==> src/rtl/masked_ctrl_pkg.sv <==
package masked_ctrl_pkg;
  localparam int HALF_W = 16;
  localparam int BUS_W  = 2 * HALF_W;

  typedef enum logic [1:0] {
    OFS_LANE = 2'd0,
    OFS_PORT = 2'd1,
    OFS_STAT = 2'd2,
    OFS_NONE = 2'd3
  } reg_ofs_e;

  // config space addresses
  localparam logic [5:0] CFG_PLL_ADR = 6'h10;
  localparam logic [5:0] CFG_REF_ADR = 6'h12;
  // bit positions inside the 4-bit config nibble
  localparam int CFG_MODE_BIT   = 3;
  localparam int CFG_LOCK_BIT   = 1;
  localparam int CFG_GATED_BIT  = 2;
  localparam int STAT_NIB_LSB   = 8;
endpackage

==> src/rtl/wmask_reg.sv <==
module wmask_reg #(
  parameter int          W   = 16,
  parameter logic [W-1:0] RST = '0
) (
  input  logic           clk_i,
  input  logic           rst_ni,
  input  logic           we_i,
  input  logic [2*W-1:0] wdata_i,
  output logic [W-1:0]   q_o
);
  for (genvar b = 0; b < W; b++) begin : g_bit
    always_ff @(posedge clk_i or negedge rst_ni) begin
      if (!rst_ni)                    q_o[b] <= RST[b];
      else if (we_i && wdata_i[W+b])  q_o[b] <= wdata_i[b];
    end
  end
endmodule

==> src/rtl/cfg_commit.sv <==
module cfg_commit #(
  parameter int CFG_AW = 6,
  parameter int CFG_DW = 4
) (
  input  logic              clk_i,
  input  logic              rst_ni,
  input  logic              strobe_i,
  input  logic [CFG_AW-1:0] addr_i,
  input  logic [CFG_DW-1:0] data_i,
  output logic              sep_rate_o,
  output logic              ref_out_en_o
);
  import masked_ctrl_pkg::*;

  logic strobe_q;
  logic commit;

  assign commit = strobe_i & ~strobe_q;

  always_ff @(posedge clk_i or negedge rst_ni) begin
    if (!rst_ni) strobe_q <= 1'b0;
    else         strobe_q <= strobe_i;
  end

  always_ff @(posedge clk_i or negedge rst_ni) begin
    if (!rst_ni) begin
      sep_rate_o   <= 1'b0;
      ref_out_en_o <= 1'b0;
    end else if (commit) begin
      if (addr_i == CFG_AW'(CFG_PLL_ADR)) sep_rate_o   <= data_i[CFG_MODE_BIT];
      if (addr_i == CFG_AW'(CFG_REF_ADR)) ref_out_en_o <= data_i[CFG_MODE_BIT];
    end
  end
endmodule

==> src/rtl/phy_stub.sv <==
module phy_stub #(
  parameter int CFG_AW = 6,
  parameter int CFG_DW = 4
) (
  input  logic [CFG_AW-1:0] addr_i,
  input  logic              pll_locked_i,
  input  logic              ref_gated_i,
  output logic [CFG_DW-1:0] rdata_o
);
  import masked_ctrl_pkg::*;

  always_comb begin
    rdata_o = '0;
    if (addr_i == CFG_AW'(CFG_PLL_ADR))      rdata_o[CFG_LOCK_BIT]  = pll_locked_i;
    else if (addr_i == CFG_AW'(CFG_REF_ADR)) rdata_o[CFG_GATED_BIT] = ref_gated_i;
  end
endmodule

==> src/rtl/masked_ctrl_bank.sv <==
module masked_ctrl_bank #(
  parameter int LANES    = 4,
  parameter int LANE_LSB = 3,
  parameter int CFG_AW   = 6,
  parameter int CFG_DW   = 4
) (
  input  logic             clk_i,
  input  logic             rst_ni,
  input  logic [1:0]       bus_addr_i,
  input  logic             bus_we_i,
  input  logic [31:0]      bus_wdata_i,
  output logic [31:0]      bus_rdata_o,
  input  logic             pll_locked_i,
  input  logic             ref_gated_i,
  output logic [LANES-1:0] lane_idle_o,
  output logic             sep_rate_o,
  output logic             ref_out_en_o
);
  import masked_ctrl_pkg::*;

  localparam int HW = HALF_W;
  localparam logic [HW-1:0] LANE_RST = HW'(((1 << LANES) - 1) << LANE_LSB);
  localparam int ADR_LSB = 1;
  localparam int DAT_LSB = ADR_LSB + CFG_AW;

  logic              lane_we, port_we;
  logic [HW-1:0]     lane_q, port_q, stat_w;
  logic [CFG_AW-1:0] cfg_addr;
  logic [CFG_DW-1:0] cfg_data, cfg_rdata;

  assign lane_we = bus_we_i && (bus_addr_i == OFS_LANE);
  assign port_we = bus_we_i && (bus_addr_i == OFS_PORT);

  wmask_reg #(.W(HW), .RST(LANE_RST)) u_lane (
    .clk_i(clk_i), .rst_ni(rst_ni), .we_i(lane_we),
    .wdata_i(bus_wdata_i), .q_o(lane_q)
  );

  wmask_reg #(.W(HW), .RST('0)) u_port (
    .clk_i(clk_i), .rst_ni(rst_ni), .we_i(port_we),
    .wdata_i(bus_wdata_i), .q_o(port_q)
  );

  assign lane_idle_o = lane_q[LANE_LSB +: LANES];
  assign cfg_addr    = port_q[ADR_LSB +: CFG_AW];
  assign cfg_data    = port_q[DAT_LSB +: CFG_DW];

  cfg_commit #(.CFG_AW(CFG_AW), .CFG_DW(CFG_DW)) u_commit (
    .clk_i(clk_i), .rst_ni(rst_ni), .strobe_i(port_q[0]),
    .addr_i(cfg_addr), .data_i(cfg_data),
    .sep_rate_o(sep_rate_o), .ref_out_en_o(ref_out_en_o)
  );

  phy_stub #(.CFG_AW(CFG_AW), .CFG_DW(CFG_DW)) u_phy (
    .addr_i(cfg_addr), .pll_locked_i(pll_locked_i),
    .ref_gated_i(ref_gated_i), .rdata_o(cfg_rdata)
  );

  assign stat_w = HW'(cfg_rdata) << STAT_NIB_LSB;

  always_comb begin
    bus_rdata_o = '0;
    case (bus_addr_i)
      OFS_LANE: bus_rdata_o[HW-1:0] = lane_q;
      OFS_PORT: bus_rdata_o[HW-1:0] = port_q;
      OFS_STAT: bus_rdata_o[HW-1:0] = stat_w;
      default:  bus_rdata_o = '0;
    endcase
  end
endmodule

==> config.mk <==
export PLATFORM = sky130hd
export DESIGN_NAME = masked_ctrl_bank
export DESIGN_NICKNAME = d
export VERILOG_FILES = /design/src/rtl/masked_ctrl_pkg.sv /design/src/rtl/wmask_reg.sv /design/src/rtl/cfg_commit.sv /design/src/rtl/phy_stub.sv /design/src/rtl/masked_ctrl_bank.sv
export SDC_FILE = /design/constraint.sdc
export NUM_CORES = 1
export LEC_CHECK = 0
export ABC_AREA = 1
export BUFFER_PORTS_ARGS = -buffer_cell sky130_fd_sc_hd__buf_4
export CORE_MARGIN = 1.5
export CORE_UTILIZATION = 46
export CTS_BUF_LIST = sky130_fd_sc_hd__clkbuf_4
export CTS_CLUSTER_DIAMETER = 120
export CTS_CLUSTER_SIZE = 16
export DETAILED_ROUTE_END_ITERATION = 10
export PLACE_DENSITY = 0.81
export SETUP_SLACK_MARGIN = 0.4
export SLEW_MARGIN = 15
export SYNTH_ARGS = -nofsm -noshare
export SYNTH_HDL_FRONTEND = slang
export SYNTH_HIERARCHICAL = 1
export SYNTH_SLANG_ARGS = --single-unit
==> constraint.sdc <==
create_clock -name clk_i -period 1.05 [get_ports clk_i]
set_clock_uncertainty 0.15 [all_clocks]
set_input_delay 0.21 -clock clk_i [delete_from_list [all_inputs] [get_ports clk_i]]
set_output_delay 0.21 -clock clk_i [all_outputs]
set_load 0.01 [all_outputs]
== After elaboration in Yosys (flattened, before gate mapping) ==
Cells that the tools add are included.

* Flip-flop bits (word level): 35
* Latch bits: 0
* RAM bits: 0
* ROM bits: 0
* Input port bits: 39
* Output and inout port bits: 38
* Memories: 0

* Add/subtract/negate cells: 0
* $mul: 0
* Divide/modulo/power cells: 0
* Order comparisons: 0
* Eq/ne operators: 4
* Shift operators: 0
* Muxes and demuxes: 4
* Bitwise operators: 2
* Reductions and logical operators: 37

{| class="wikitable"
|+ Operators by type and width
! operator !! count
|-
| case mux 16 bit (3 select lines) || 1
|-
| logical AND 1 bit || 34
|-
| equality test 6 x 5 -> 1 bit, second input constant || 2
|-
| AND reduction 2 bit || 2
|-
| 2-to-1 mux 1 bit || 3
|-
| equality test 2 x 1 -> 1 bit, second input constant || 1
|-
| equality test 2 bit, second input constant || 1
|-
| zero test 2 bit || 1
|-
| AND 1 bit || 1
|-
| NOT 1 bit || 1
|}

== Logic depth before layout (Yosys ltp) ==
Gate-level depths: netlist (run 1).

* Depth after elaboration: 4
* Gate-level depth with buffers: 7
* Mapped depth without buffers: 6

== Hierarchy ==
Netlist (run 1), hierarchy kept.

{| class="wikitable"
|+ By module, submodules not included
! module !! instances !! cells each !! area each (µm²) !! sequential area each (µm²)
|-
| wmask_reg at u_lane || 1 || 83 || 699.4 || 405.4
|-
| wmask_reg at u_port || 1 || 83 || 694.4 || 400.4
|-
| masked_ctrl_bank || 1 || 80 || 460.4 || 0.0
|-
| cfg_commit || 1 || 25 || 170.2 || 75.1
|-
| phy_stub || 1 || 13 || 57.6 || 0.0
|}

== Least setup slack after synthesis (run 1) ==
Ideal clock, no wire load.

* Kind: input-to-reg
* Start point: input port bus_addr_i[0]
* End point: register u_lane.q_o[12]
* Data arrival time: 1.322 ns
* Path slack: -0.538 ns
* Cell stages on the path: 7
* Path buffers: 3
* Cells stage by stage: buf_6 -> clkbuf_8 -> nor3_1 -> buf_6 -> nand2_1 -> nand2_1 -> nand2_1

* Cells in the longest elaborated chain, start to end: 3

{| class="wikitable"
|+ RTL lines
! element !! line !! source
|-
| from (decl) || masked_ctrl_bank.sv:9 || <nowiki>input logic [1:0] bus_addr_i,</nowiki>
|-
| zero test 2 bit || masked_ctrl_bank.sv:31 || <nowiki>assign lane_we = bus_we_i && (bus_addr_i == OFS_LANE);</nowiki>
|-
| logical AND 1 bit || masked_ctrl_bank.sv:31 ||
|-
| via lane_we || masked_ctrl_bank.sv:26 || <nowiki>logic lane_we, port_we;</nowiki>
|-
| logical AND 1 bit || wmask_reg.sv:14 || <nowiki>else if (we_i && wdata_i[W+b]) q_o[b] <= wdata_i[b];</nowiki>
|-
| to (signal, indexed assignment) || wmask_reg.sv:13 || <nowiki>if (!rst_ni) q_o[b] <= RST[b];</nowiki>
|-
| to (signal, indexed assignment) || wmask_reg.sv:14 ||
|-
| to (decl) || wmask_reg.sv:9 || <nowiki>output logic [W-1:0] q_o</nowiki>
|}

The timed path passes the listed nets, and every way through them passes these cells.
A chain may end at the register's enable or synchronous reset.

== Worst setup path in the final report (run 1) ==
* Start point: register u_port.q_o[5]
* End point: output port bus_rdata_o[10]

* Cells in the longest elaborated chain, start to end: 4
* Elaborated cells on any way between the ends: 5
* Classes of those cells: 2 x eq/ne; 3 x mux

{| class="wikitable"
|+ RTL lines
! element !! line !! source
|-
| from (decl) || wmask_reg.sv:9 ||
|-
| from (signal, indexed assignment) || wmask_reg.sv:13 ||
|-
| from (signal, indexed assignment) || wmask_reg.sv:14 ||
|-
| equality test 6 x 5 -> 1 bit || phy_stub.sv:15 || <nowiki>else if (addr_i == CFG_AW'(CFG_REF_ADR)) rdata_o[CFG_GATED_BIT] = ref_gated_i;</nowiki>
|-
| 2-to-1 mux 1 bit || phy_stub.sv:15 ||
|-
| 2-to-1 mux 1 bit * || phy_stub.sv:14 || <nowiki>if (addr_i == CFG_AW'(CFG_PLL_ADR)) rdata_o[CFG_LOCK_BIT] = pll_locked_i;</nowiki>
|-
| via cfg_rdata[2] || masked_ctrl_bank.sv:29 || <nowiki>logic [CFG_DW-1:0] cfg_data, cfg_rdata;</nowiki>
|-
| case mux 16 bit (3 select lines) * || masked_ctrl_bank.sv:63 || <nowiki>case (bus_addr_i)</nowiki>
|-
| to (decl) || masked_ctrl_bank.sv:12 || <nowiki>output logic [31:0] bus_rdata_o,</nowiki>
|}

Mark *: on every way through the listed nets, which the timed path passes. The rest lies on a longest branch.

==> results.tsv, run 1 <==
stage	metric	value	unit
cells_and_area	layout_commonest_cell	nand2_1	
global_routing	grt_overflow	0	
critical_path	startpoint_type	flip-flop	
pwr	leakagePower	1.816	nW
sta	fin_crit	1699	ps
floorplan	fp.dieH	70.28	um
synth	synth_cells	284	
routing	drt_wl_total	6.941	mm
pwr	p_switching	0.001491	W
floorplan	io_pins	77	
sta	fin_ws	-648.9	ps
critical_path	max_stage_delay	390	ps
place	numPortBuffers	60	
clock_network	clk_pin_slew	110	ps
pwr	peakVddDrop	0.7272	mV
clock_network	cts_buffers	5	
sta	finalSetupViolations	27	
clock_network	cts-htree-levels	2	
floorplan	core_region_area	0.004354	mm2
pwr	p_clk_share	17.3	%
critical_path	worst_setup_path_end_kind	output port	
run_status	violations	negative hold slack, negative setup slack	
pwr	p_int	0.002901	W
floorplan	fp-row-count	24	
cells_and_area	layout.nets	433	
min_path	min_path_type	primary input to asynchronous set/reset pin	
routing	via_per_inst	5.054	
clock_network	cts.path.max_buffers	2	
global_routing	grt_pass1_vias	2132	
floorplan	die_area	0.004939	mm2
routing	antenna_left	0	
critical_path	crit_family	simple AND/OR/NAND/NOR gates	
cells_and_area	final_layout_size_suffix_gt1_share	52.54	%
critical_path	path_max_fanout	2	
pwr	seq_power_share	42.0	%
pwr	p_sw_share	33.94	%
critical_path	critPathArrivalTime	1340	ps
place	gp_congestion	0.7729	
pwr	pwr_density_cell	1300	mW/mm2
sta	fin_crit_sh	161.8	%
global_routing	grt_max_degree	36	
global_routing	grt_pass1_wl	9.832	mm
sta	fmax	588.6	MHz
sta	hold_viol	63	
routing	drc	0	
cells_and_area	most-common-layout-cells	nand2_1, buf_4, nand3_1, nand2_2, buf_6	
routing	drt-initial-drc-count	114	
synth	synth.distinct_cells	16	
clock_network	clk_latency	340	ps
sta	hold_slack	-354.6	ps
synth	ys_seq_elements	35	
sta	rsz0062_at_grt	yes	
place	dp_hpwl	3.740	mm
floorplan	initial_core_util	47.82	%
synth	syn_avg_cell_area	7.331	um2
run_status	outcome	complete, but fails checks	
critical_path	cp_data_required_time	690	ps
clock_network	cts.sinks	35	
critical_path	critPathBufInv	2	
critical_path	path_cells	inv_1 -> nor2_1 -> nand2_1 -> nor2_1 -> nand3_1 -> nand3_2 -> buf_6	
pwr	p_comb_share	40.7	%
critical_path	crit_path_frequent_cell	nor2_1	
clock_network	cts_tree	done	
critical_path	path_class	flip-flop to output port	
cells_and_area	final_util	77.59	%
synth	ys_seq_area_share	42.31	%
routing	first_pass_iters	4	
sta	slew_viol_final	0	
clock_network	cts-root-buf	clkbuf_4	
global_routing	antenna_found_initial	0	
run	maxCapViolations	0	
synth	synthesis.area	0.002082	mm2
cells_and_area	area_delta_synth_final	62.26	%
cells_and_area	diodes	0	
global_routing	grt_usage	25.62	%
floorplan	die_x	70.28	um
synth	yosysWarnings	6	
routing	via_count	2254	
critical_path	crit_slowest_cell	dfrtp_1	
routing	wl_per_cell	15.56	um
-- timing repair --
action / in CTS / in global routing
endpoints found under the hold margin: 63 / 61
gates resized for setup: 73 / 47
endpoints found under the setup margin: 57 / 57
pin swaps: 37 / 23
cloned: 3 / 1
setup buffers: 16 / 14
-- logic make-up after synthesis --
logic type / share of synthesized area (%)
other: 0.3607
AND/OR/NAND/NOR: 42.37
buffers and inverters: 14.96
flip-flops: 42.31
-- cell type report --
class	instances	area [um2]
Multi-Input combinational cell	225	1232
Timing Repair Buffer	116	1096
Fill cell	304	975.9
Sequential cell	35	880.8
Tap cell	52	65.06
Clock buffer	7	52.55
Inverter	11	51.30
-- Yosys cell counts (all sizes together) --
cell type  count  area share (%)
buf           28              12
clkbuf         1            0.66
conb           2            0.36
dfrtp         31              37
dfstp          4             5.0
inv           11             2.0
nand2        137              25
nand3         59              14
nor2           9             2.8
nor3           2            0.48
-- flip-flops by register name, summed over array words and instances, names as in the netlist --
name,flops
u_commit/strobe_q,1
u_commit/ref_out_en_o,1
u_commit/sep_rate_o,1
u_port/q_o,16
u_lane/q_o,16
-- worst register-to-register path, cell delays in order, from the launching register on --
cell     delay, ps
dfrtp_1        410
buf_4          140
buf_6          110
buf_6          100
inv_2           40
nand2_1         50
nor2_2          90
nand2_1         60
nand2_1         50
nand2_1         70
-- final timing paths --
| kind | startpoint | endpoint | slack, ps | cells past startpoint |
|---|---|---|---|---|
| min in group clk_i | bus_wdata_i[13] | u_lane/q_o[13] | -70 | 3 |
| max in group asynchronous | rst_ni | u_lane/q_o[4] | 730 | 1 |
| min | rst_ni | u_lane/q_o[9] | -350 | 1 |
| max | u_port/q_o[5] | bus_rdata_o[10] | -650 | 7 |
| max reg2reg | u_port/q_o[1] | u_commit/ref_out_en_o | -340 | 9 |
| min reg2reg | u_lane/q_o[12] | u_lane/q_o[12] | 340 | 2 |
-- stage by stage --
step	worst slack, ps	power [W]	setup TNS [ps]	area [um2]	std cells
after detailed placement	-282.6	0.002992	-11510	2693	405
after global placement	-258.4	0.002952	-10580	2693	405
after global routing	-740.2	0.004649	-11230	3378	446
final	-648.9	0.004392	-9906	3378	446
after CTS	-628.2	0.004079	-9201	3109	431
after floorplan	-244.3	0.002486	-7372	2298	300
-- power by group through the flow --
stage	Combinational [W]	Sequential [W]	Clock, W
CTS	0.00148	0.00182	0.000777
global route	0.00193	0.00187	0.000848
floorplan	0.000647	0.00184	0
finish	0.00179	0.00184	0.000761
detailed placement	0.00116	0.00183	0
global placement	0.00113	0.00182	0
-- routing by layer --
metal / global-route usage, % / vias to the layer above / part of all wire, %
met5: 0 / - / 0
met4: 11.32 / 0 / 3.3
met3: 5.772 / 23 / 5.5
met2: 44.34 / 89 / 54
met1: 30.15 / 1062 / 37
li1: - / 1080 / -
Power figures use the tool's default switching activity.
==> run 2: changes to the inputs <==
Settings changed: ABC_AREA 1 to 0, PLACE_DENSITY 0.81 to 0.82.
==> results.tsv, run 2 <==
stage	metric	value	unit	change
synth	synthTopCellsByArea	dfrtp_1, mux2_4, mux2i_1		was dfrtp_1, nand2_1, nand3_1
cells_and_area	most-common-layout-cells	buf_4, buf_6, mux2_4, dfrtp_1, nand2_2		was nand2_1, buf_4, nand3_1, nand2_2, buf_6
clock_network	cts.sinks	35		unchanged
global_routing	met2_usage	33.12	%	was 44.34%
synth	synth.distinct_cells	23		was 16
critical_path	path_class	flip-flop to output port		unchanged
global_routing	grt_overflow	0		unchanged
routing	drt-initial-drc-count	50		was 114
run_status	outcome	complete, but fails checks		unchanged
sta	slew_viol_final	0		unchanged
critical_path	critPathArrivalTime	1740	ps	was 1340 ps
min_path	min_path_type	primary input to asynchronous set/reset pin		unchanged
pwr	leakagePower	1.675	nW	was 1.816 nW
floorplan	core_region_area	0.004324	mm2	was 0.004354 mm2
routing	wl_per_cell	15.41	um	was 15.56 um
global_routing	antenna_found_initial	0		unchanged
place	place_area	0.002804	mm2	was 0.002693 mm2
synth	async_flop_share	100.0	%	unchanged
sta	fin_ws	-1049	ps	was -648.9 ps
floorplan	initial_core_util	47.19	%	was 47.82%
global_routing	gr-max-usage-layer	met2		unchanged
synth	syn_avg_cell_area	11.80	um2	was 7.331 um2
cells_and_area	area_delta_synth_final	59.90	%	was 62.26%
routing	via_per_inst	4.853		was 5.054
global_routing	grt_max_degree	36		unchanged
synth	synth_edf_count	0		unchanged
critical_path	startpoint_type	flip-flop		unchanged
global_routing	met1_usage	25.94	%	was 30.15%
cells_and_area	top_regs	u_lane/q_o x16, u_port/q_o x16		unchanged
sta	fin_crit	2099	ps	was 1699 ps
place	dp_hpwl	3.288	mm	was 3.740 mm
floorplan	io_pins	77		unchanged
routing	drt_wl_total	5.038	mm	was 6.941 mm
synth	yosysTopAreaCell	dfrtp_1		unchanged
routing	first_pass_iters	4		unchanged
sta	rsz0062_at_grt	yes		unchanged
cells_and_area	final_layout_size_suffix_gt1_share	73.09	%	was 52.54%
synth	ys_seq_elements	35		unchanged
floorplan	fp-row-count	24		unchanged
sta	finalSetupViolations	37		was 27
critical_path	cp_data_required_time	690	ps	about the same
synth	synthesis.area	0.002041	mm2	was 0.002082 mm2
run_status	violations	negative hold slack, negative setup slack		unchanged
critical_path	rr_worst_depth	5		was 9
run	maxCapViolations	0		unchanged
routing	antenna_left	0		unchanged
pwr	total_power	0.004783	W	was 0.004392 W
cells_and_area	fill_cells	300		was 304
place	gp_congestion	0.7884		was 0.7729
global_routing	grt_usage	20.60	%	was 25.62%
cells_and_area	multi_input_area	0.001316	mm2	was 0.001232 mm2
sta	fin_crit_sh	199.9	%	was 161.8%
cells_and_area	final_util	75.46	%	was 77.59%
clock_network	cts_tree	done		unchanged
cells_and_area	design_area	0.003263	mm2	was 0.003378 mm2
cells_and_area	layout_commonest_cell	buf_4		was nand2_1
synth	synth_cells	173		was 284
floorplan	die_area	0.004845	mm2	was 0.004939 mm2
cells_and_area	seq_area	880.8	um2	unchanged
synth	synth_common_cells	nand2_1, dfrtp_1, mux2_4		was nand2_1, nand3_1, dfrtp_1
clock_network	clk_latency	340	ps	about the same
clock_network	cts-htree-levels	2		unchanged
synth	yosysMostFrequentCell	nand2_1		unchanged
critical_path	rr_startpoint	u_port/q_o[6]		was u_port/q_o[1]
sta	hold_slack	-357.3	ps	was -354.6 ps
cells_and_area	layout.nets	313		was 433
sta	fmax	476.5	MHz	was 588.6 MHz
synth	synthFlopType	dfrtp_1		unchanged
place	numPortBuffers	60		unchanged
critical_path	path_max_fanout	2		unchanged
synth	yosysWarnings	6		unchanged
sta	tns	-13780	ps	was -9906 ps
clock_network	cts.path.max_buffers	2		unchanged
global_routing	grt.met3_usage	5.378	%	was 5.772%
clock_network	clk_pin_slew	110	ps	about the same
routing	via_count	1587		was 2254
cells_and_area	diodes	0		unchanged
routing	drc	0		unchanged
clock_network	cts_buffers	5		unchanged
synth	yosys.area.top_type_share	38.01	%	was 37.26%
synth	ys_seq_area_share	43.16	%	was 42.31%
floorplan	die_x	69.61	um	was 70.28 um
floorplan	fp.dieH	69.61	um	was 70.28 um
global_routing	grt_pass1_wl	7.679	mm	was 9.832 mm
pwr	peakVddDrop	1.181	mV	was 0.7272 mV
critical_path	startpoint	u_port/q_o[6]		was u_port/q_o[5]
critical_path	worst_setup_path_end_kind	output port		unchanged
clock_network	cts-root-buf	clkbuf_4		unchanged
global_routing	grt_pass1_vias	1608		was 2132
pwr	pwr_density_cell	1466	mW/mm2	was 1300 mW/mm2
sta	hold_viol	67		was 63
run 2: cell count changes in the layout (fill, tap and decap cells not counted), sizes merged, moves of 2 or more:
cell / before / now
nor2: 9 / 12
clkinv: 0 / 2
clkbuf: 7 / 5
nand2b: 0 / 2
nor3: 2 / 0
buf: 116 / 104
inv: 11 / 0
nor4: 0 / 3
mux2: 0 / 34
nand2: 137 / 33
o2bb2ai: 0 / 4
nand3: 59 / 0
mux2i: 0 / 16
run 2: repair_timing:
action	4_1_cts	5_1_grt
endpoints found under the hold margin	67	63
gates resized for setup	47	17
setup buffers	6	11
endpoints found under the setup margin	57	57
pin swaps	6	5
run 2: kinds of logic (layout without fill, tap and decap cells):
group                  after synthesis  after routing  share of synthesized area (%)
AND/OR/NAND/NOR                     56             56                          13.49
other                                2             18                         0.3680
multiplexers                        50             50                          30.29
buffers and inverters               26            112                          10.97
flip-flops                          35             35                          43.16
AO/OA/AOI/OAI                        4              4                          1.717
run 2: path summary, 6_finish.rpt:
kind,end,slack [ps]
worst max-delay path,bus_rdata_o[10],-1050
worst min-delay path,u_port/q_o[14],-360
worst max register to register,u_commit/ref_out_en_o,-930
worst min register to register,u_lane/q_o[8],360
max in group asynchronous,u_lane/q_o[5],750
min in group clk_i,u_port/q_o[0],-50
run 2: final cells by class:
class,count,area share (%)
Clock buffer,5,1.150
Clock inverter,3,0.4601
Multi-Input combinational cell,128,40.34
Sequential cell,35,26.99
Tap cell,52,1.994
Timing Repair Buffer,104,29.06
run 2: metal layers:
metal,routed length (um),vias up,share of wire (%)
met1,2084,772,41
met3,277,7,5.5
met4,67,0,1.3
li1,-,754,-
met5,0,-,0
met2,2609,54,52
run 2: report_power, final:
group	switching [W]	total [W]	internal, W
clock network	0.000451	0.000696	0.000245
logic	0.000771	0.00218	0.00140
registers	0.000231	0.00191	0.00168
run 2: through the flow:
step | worst slack, ps | std cells
after floorplan | -698.5 | 189
after detailed placement | -726.7 | 302
final | -1049 | 327
after global placement | -714.2 | 302
after global routing | -1151 | 327
after CTS | -1038 | 316
run 2: critical path, cell delays in order (launching register included):
cell and delay (ps):
dfrtp_1 400, or3b_4 440, nor4_4 130, mux2i_1 130
o2bb2ai_2 160, buf_4 140
